### config.mk
export PLATFORM = sky130hd
export DESIGN_NAME = iocell_array
export DESIGN_NICKNAME = d
export VERILOG_FILES = /design/src/rtl/iocell_pkg.sv /design/src/rtl/iocell_cfg_chain.sv /design/src/rtl/iocell_cell.sv /design/src/rtl/iocell_array.sv
export SDC_FILE = /design/constraint.sdc
export NUM_CORES = 1
export LEC_CHECK = 0
export ABC_AREA = 1
export BUFFER_PORTS_ARGS = -buffer_cell sky130_fd_sc_hd__buf_2
export CORE_AREA = 2 2 283 285
export DETAILED_ROUTE_END_ITERATION = 8
export DIE_AREA = 0 0 285 287
export GPL_TIMING_DRIVEN = 0
export PLACE_DENSITY = 0.32
export SKIP_CTS_REPAIR_TIMING = 1
export SLEW_MARGIN = 20
export SYNTH_ARGS = -nofsm -noshare
export SYNTH_HDL_FRONTEND = slang
export SYNTH_HIERARCHICAL = 1
export SYNTH_SLANG_ARGS = --single-unit
### constraint.sdc
create_clock -name cfg_clk -period 1.7 [get_ports cfg_clk]
set_input_delay 0.34 -clock cfg_clk [delete_from_list [all_inputs] [get_ports cfg_clk]]
set_output_delay 0.34 -clock cfg_clk [all_outputs]
set_load 0.005 [all_outputs]
### src/rtl/iocell_pkg.sv
package iocell_pkg;

    // Encoding of a cell's direction bit.
    typedef enum logic {
        DIR_OUT = 1'b0,
        DIR_IN  = 1'b1
    } dir_e;

    // Value a gated, inactive path is parked at.
    localparam logic PARK_LEVEL = 1'b0;

    // Effective direction of one cell given isolation and its stored bit.
    function automatic dir_e eff_dir(input logic quiet_n, input logic cfg_bit);
        return (!quiet_n || cfg_bit) ? DIR_IN : DIR_OUT;
    endfunction

endpackage

### src/rtl/iocell_cfg_chain.sv
module iocell_cfg_chain #(
    parameter int N_CELLS = 144
) (
    input  logic               clk,
    input  logic               rst_n,
    input  logic               shift_en,
    input  logic               sin,
    output logic [N_CELLS-1:0] dir_bits,
    output logic               sout
);
    localparam int TOP = N_CELLS - 1;

    typedef struct packed {
        logic [N_CELLS-1:0] bits;
    } chain_t;

    chain_t st_d, st_q;

    always_comb begin
        st_d = st_q;
        if (shift_en) begin
            st_d.bits      = st_q.bits >> 1;
            st_d.bits[TOP] = sin;
        end
    end

    always_ff @(posedge clk or negedge rst_n) begin
        if (!rst_n) st_q <= '{bits: '1};
        else        st_q <= st_d;
    end

    assign dir_bits = st_q.bits;
    assign sout     = st_q.bits[0];

    // a shift moves the serial input into the top cell, the rest down one
    p_shift_r7: assert property (@(posedge clk) disable iff (!rst_n)
        shift_en |=> (dir_bits[TOP] == $past(sin)) &&
                     ((dir_bits << 1) == ($past(dir_bits) & ~(N_CELLS'(1)))));

    // without shift enable the chain holds
    p_hold_r8: assert property (@(posedge clk) disable iff (!rst_n)
        !shift_en |=> $stable(dir_bits));

endmodule

### src/rtl/iocell_cell.sv
module iocell_cell
    import iocell_pkg::*;
(
    input  logic quiet_n,
    input  logic cfg_bit,
    input  logic fab_dout,
    input  logic ext_din,
    output logic fab_din,
    output logic ext_dout,
    output logic ext_oe
);
    typedef struct packed {
        logic to_fab;
        logic to_ext;
        logic oe;
    } cell_out_t;

    cell_out_t out_d;
    dir_e      mode;

    always_comb begin
        mode       = eff_dir(quiet_n, cfg_bit);
        out_d      = '{to_fab: PARK_LEVEL, to_ext: PARK_LEVEL, oe: 1'b0};
        unique case (mode)
            DIR_IN:  out_d.to_fab = ext_din;
            DIR_OUT: begin
                out_d.to_ext = fab_dout;
                out_d.oe     = 1'b1;
            end
            default: out_d = '{to_fab: PARK_LEVEL, to_ext: PARK_LEVEL, oe: 1'b0};
        endcase
    end

    assign fab_din  = out_d.to_fab;
    assign ext_dout = out_d.to_ext;
    assign ext_oe   = out_d.oe;

endmodule

### src/rtl/iocell_array.sv
module iocell_array #(
    parameter int N_CELLS = 144
) (
    input  logic               cfg_clk,
    input  logic               cfg_rst_n,
    input  logic               cfg_shift_en,
    input  logic               cfg_sin,
    output logic               cfg_sout,
    input  logic               quiet_n,
    input  logic [N_CELLS-1:0] fab_dout,
    output logic [N_CELLS-1:0] fab_din,
    input  logic [N_CELLS-1:0] ext_din,
    output logic [N_CELLS-1:0] ext_dout,
    output logic [N_CELLS-1:0] ext_oe
);
    logic [N_CELLS-1:0] dir_bits;

    iocell_cfg_chain #(.N_CELLS(N_CELLS)) chain_i (
        .clk      (cfg_clk),
        .rst_n    (cfg_rst_n),
        .shift_en (cfg_shift_en),
        .sin      (cfg_sin),
        .dir_bits (dir_bits),
        .sout     (cfg_sout)
    );

    for (genvar g = 0; g < N_CELLS; g++) begin : g_cell
        iocell_cell cell_i (
            .quiet_n  (quiet_n),
            .cfg_bit  (dir_bits[g]),
            .fab_dout (fab_dout[g]),
            .ext_din  (ext_din[g]),
            .fab_din  (fab_din[g]),
            .ext_dout (ext_dout[g]),
            .ext_oe   (ext_oe[g])
        );
    end

    // isolation leaves no cell driving
    p_iso_input_r2: assert property (@(posedge cfg_clk) disable iff (!cfg_rst_n)
        !quiet_n |-> (ext_oe == '0) && (ext_dout == '0));

    // pad-side output is parked wherever the drive is off
    p_in_clean_r3: assert property (@(posedge cfg_clk) disable iff (!cfg_rst_n)
        (ext_dout & ~ext_oe) == '0);

    // fabric-side input is parked wherever the drive is on
    p_out_clean_r4: assert property (@(posedge cfg_clk) disable iff (!cfg_rst_n)
        (fab_din & ext_oe) == '0);

    // a drive enable only where the stored bit selects output
    p_oe_cfg_r5: assert property (@(posedge cfg_clk) disable iff (!cfg_rst_n)
        (ext_oe & dir_bits) == '0);

endmodule

Yosys cells after proc, flatten, opt, wreduce, memory -nomap -nowiden
Cells that the tools add are included.
- register bits after elaboration: 144
- input port bits: 293
- output and inout bits: 433
- word-level logic and storage cells: 578
- mux-type cells: 432
- reductions and logical operators: 145
- operator list (kind ; number):
    $mux W1 ; 288
    $mux W2 ; 144
    $logic_or A1 B1 Y1 ; 144
    $logic_not A1 Y1 ; 1

Logic depth before layout (Yosys ltp)
- depth in word-level cells: 4
- depth in mapped cells: 6
- gate-level depth less buffers: 3

Modules after synthesis
The synthesis kept the hierarchy.
- by module, submodules not included (module ; instances ; cells each ; area an instance (sq um) ; seq. area each (sq um)):
    iocell_cfg_chain ; 1 ; 609 ; 5615.4 ; 3783.6
    iocell_cell ; 144 ; 7 ; 32.5 ; 0.0

Worst setup path before layout
Ideal clock, no wire load.
- path kind: register -> output
- start point: reg chain_i.st_q, in the netlist chain_i/dir_bits[0]
- end point: out fab_din[0]
- data arrival time: 0.802 ns
- required time: 1.360 ns
- setup slack: 0.558 ns
- stages on the path, launching flop included: 4
- buffers on the path: 1
- path through: dfstp_2 buf_4 inv_1 a21oi_1
- cells in the longest elaborated chain, start to end: 3
- RTL lines (element ; line ; text):
    start, declared ; iocell_cfg_chain.sv:17 ; chain_t st_d, st_q;
    start signal, assigned ; iocell_cfg_chain.sv:28 ; if (!rst_n) st_q <= '{bits: '1};
    start signal, assigned ; iocell_cfg_chain.sv:29 ; else st_q <= st_d;
    $logic_or A1 B1 Y1 ; iocell_pkg.sv:14 ; return (!quiet_n || cfg_bit) ? DIR_IN : DIR_OUT;
    $mux W1 ; iocell_pkg.sv:14 ;
    $mux W1 ; iocell_cell.sv:24 ; unique case (mode)
    end, declared ; iocell_array.sv:11 ; output logic [N_CELLS-1:0] fab_din,
No other way between the ends.

Worst setup path in the final report
- start point: reg chain_i.st_q, in the netlist chain_i/dir_bits[127]
- end point: out ext_dout[127]
- cells in the longest elaborated chain, start to end: 3
- RTL lines (element ; line ; text):
    $logic_or A1 B1 Y1 ; iocell_pkg.sv:14 ;
    $mux W1 ; iocell_pkg.sv:14 ;
    $mux W2 ; iocell_cell.sv:24 ;
    end, declared ; iocell_array.sv:13 ; output logic [N_CELLS-1:0] ext_dout,
No other way between the ends.

==> metrics.md <==
| Metric | Value |
|---|---|
| Root Buffer | clkbuf_16 |
| Min-Delay Path Class | input port to flip-flop |
| Post-synth cell types | 10 |
| RSZ-0062 raised after global routing | yes |
| H-Tree Level Count | 4 |
| Share of layout cells above drive strength 1 | 65.66% |
| Max cap viols | 0 |
| Later-pin clock latency in the skew report | 460 ps |
| CTS max path bufs | 2 |
| Die H | approximately 290 um |
| Total CTS buffers | 17 |
| Worst-Margin Slew | a little under 600 ps |
| Starting Density | 13.10% |
| WP buf/inv | 2 |
| Largest net degree at the start of global routing | 102 |
| Crit path DAT | between 1000 and 1500 ps |
| IO buf count | 724 |
| First-pass iteration count of the detailed router | 4 |
| Leakage | 10.24 nW |
| Clock sink total | 144 |
| Power per cell area | around 600 nW/um^2 |
| Final RePlAce weighted congestion | 0.9164 |
| Top-area cell type share of the netlist area | 36.73% |
| Endpoint class of the critical path | output port |
| Post-route setup slack | -48.22 ps |
| Vias after detailed routing | 12090 |
| Syn_nets | 1910 |
| Post-route ant nets | 0 |
| WHS | 97.54 ps |
| Max stage delay cell, worst path | dfstp_2 |
| Core Footprint | 78610 sq um |
| Area leader, netlist | dfstp_2 |
| Final wirelength | 48230 um |
| Synth Instances | approximately 1600 |
| Worst-path cell chain | inv_2 -> nand2_2 -> nor2_2 -> buf_2 |
| Antenna violations before repair | 7 |
| Final min period | roughly 1700 ps |
| Top layer in use | met4 |
| Failing checks | setup timing |
| Final-report max-slew violation count | 0 |
| Overall Power | 10.44 mW |
| Delay of the slowest cell on the worst path | ~650 ps |
| #FFs+latches synth | 144 |
| Placement Rows | 103 |
| Slew margin rel. | 60.37% |
| Finished Cell Area | 17440 sq um |
| Final hold vios | 0 |
| Via density | 3.450 |
| CTS tree | yes |
| Die Span X | 285 um |
| YS warnings | 6 |
| First-pass GRT wire length | 66920 um |
| IO Pins | 726 |
| Final worst-path cycle share | 102.8% |
| Clock Skews | 8.749 ps |
| Met2 WL | approximately 24000 um |
| Vias in the first global route | approximately 12000 |
| Fin util | between 20 and 25% |
| Fin nets | 2734 |
| Ranking of synthesized cells by area | dfstp_2, inv_1, nand2_1, nand2_2, nor2_2 |
| Maximum clock rate | 572.0 MHz |
| Overall Global Routing Usage | 10.72% |
| Area growth syn-to-layout | 69.35% |
| Critical Path Fanout Max | 3 |
| Register area share after synthesis | 36.73% |
| Critical path's top delay family | flip-flops |
| Drt wl/cell | 13.76 um |
| Number of flip-flops under the largest register name | 144 |
| Commonest cells after routing, fill and taps aside | buf_2, nand2_1, inv_1, inv_2, dfstp_2 |
| Setup violations, final | 8 |
| CP Data Required Time | 1360 ps |
| Routed length on met3 | 3261 um |
| Met1 wire length | ~19000 um |
| Critical path class | flip-flop to output port |
| Grt ovf | 0 |
| DP Area | 15340 sq um |
| Type of origin of the critical path | flip-flop |
| # DRC | 0 |
| Commonest non-fill, non-tap cell in the layout | buf_2 |
| CTS clk-pin slew, worst paths | around 60 ps |
| Post-Syn Area | 10300 sq um |
| Dpl hpwl | 38430 um |
| Die ar. | about 80000 sq um |
| Maximum vdd drop | 0.5829 mV |
| Status | complete, but fails checks |
| Mean post-synth cell area | 6.370 sq um |
| Initial DRC Count | 383 |
-- path summary, 6_finish.rpt --
path                                  startpoint  cells past startpoint  slack (ps)               endpoint
setup / recovery           chain_i/dir_bits[127]                      4         -50          ext_dout[127]
hold / removal                           cfg_sin                      3         100  chain_i/dir_bits[143]
setup reg to reg            chain_i/dir_bits[71]                      4         780   chain_i/dir_bits[70]
max in group asynchronous              cfg_rst_n                      2        1070   chain_i/dir_bits[89]
min in group asynchronous              cfg_rst_n                      1         130   chain_i/dir_bits[31]
hold reg to reg              chain_i/dir_bits[7]                      2         480    chain_i/dir_bits[7]
-- Yosys cell counts --
master	count
dfstp_2	144
a21oi_1	144
buf_2	16
inv_4	1
buf_4	15
buf_6	1
nor2_2	144
nand2_1	432
inv_1	576
nand2_2	144
-- metal layers --
metal	vias to the layer above	track usage (%)
li1	6075	-
met1	5484	12.14
met2	481	19.58
met3	48	2.952
met4	0	3.063
met5	-	0
-- worst min-delay path, delay by kind of cell --
family / cells / cell delay (ps)
buffers and inverters: 1 / 110
and+or+nand+nor: 2 / 110
-- per-stage QoR --
stage | setup slack (ps) | setup TNS [ps] | cells
after floorplan | 558.3 | 0 | 1617
after global placement | -4879 | -1922290 | 3391
after detailed placement | -556.4 | -110140 | 3394
after CTS | -560.4 | -116230 | 3424
after global routing | -167.8 | -8566 | 3503
final | -48.22 | -261.6 | 3504
-- layout make-up --
cell class	instances	area, sq um
Antenna cell	2	5.005
Buffer	31	196.4
Clock buffer	18	429.2
Clock inverter	12	138.9
Fill cell	9107	61170
Inverter	577	2211
Multi-Input combinational cell	864	4697
Sequential cell	144	3784
Tap cell	1050	1314
Timing Repair Buffer	806	4668
-- power breakdown --
group / internal (mW) / switching, mW / total [mW]
registers: 3.64 / 0.109 / 3.75
clock network: 2.15 / 1.64 / 3.78
logic: 1.31 / 1.60 / 2.91
total: 7.10 / 3.34 / 10.4
-- cells by family after synthesis --
group	Yosys count	synth area share [%]
flops	144	36.73
simple gates	720	33.24
compound gates	144	6.997
buf+inv	609	23.03
Note: power is estimated with default switching activity, not from simulation.
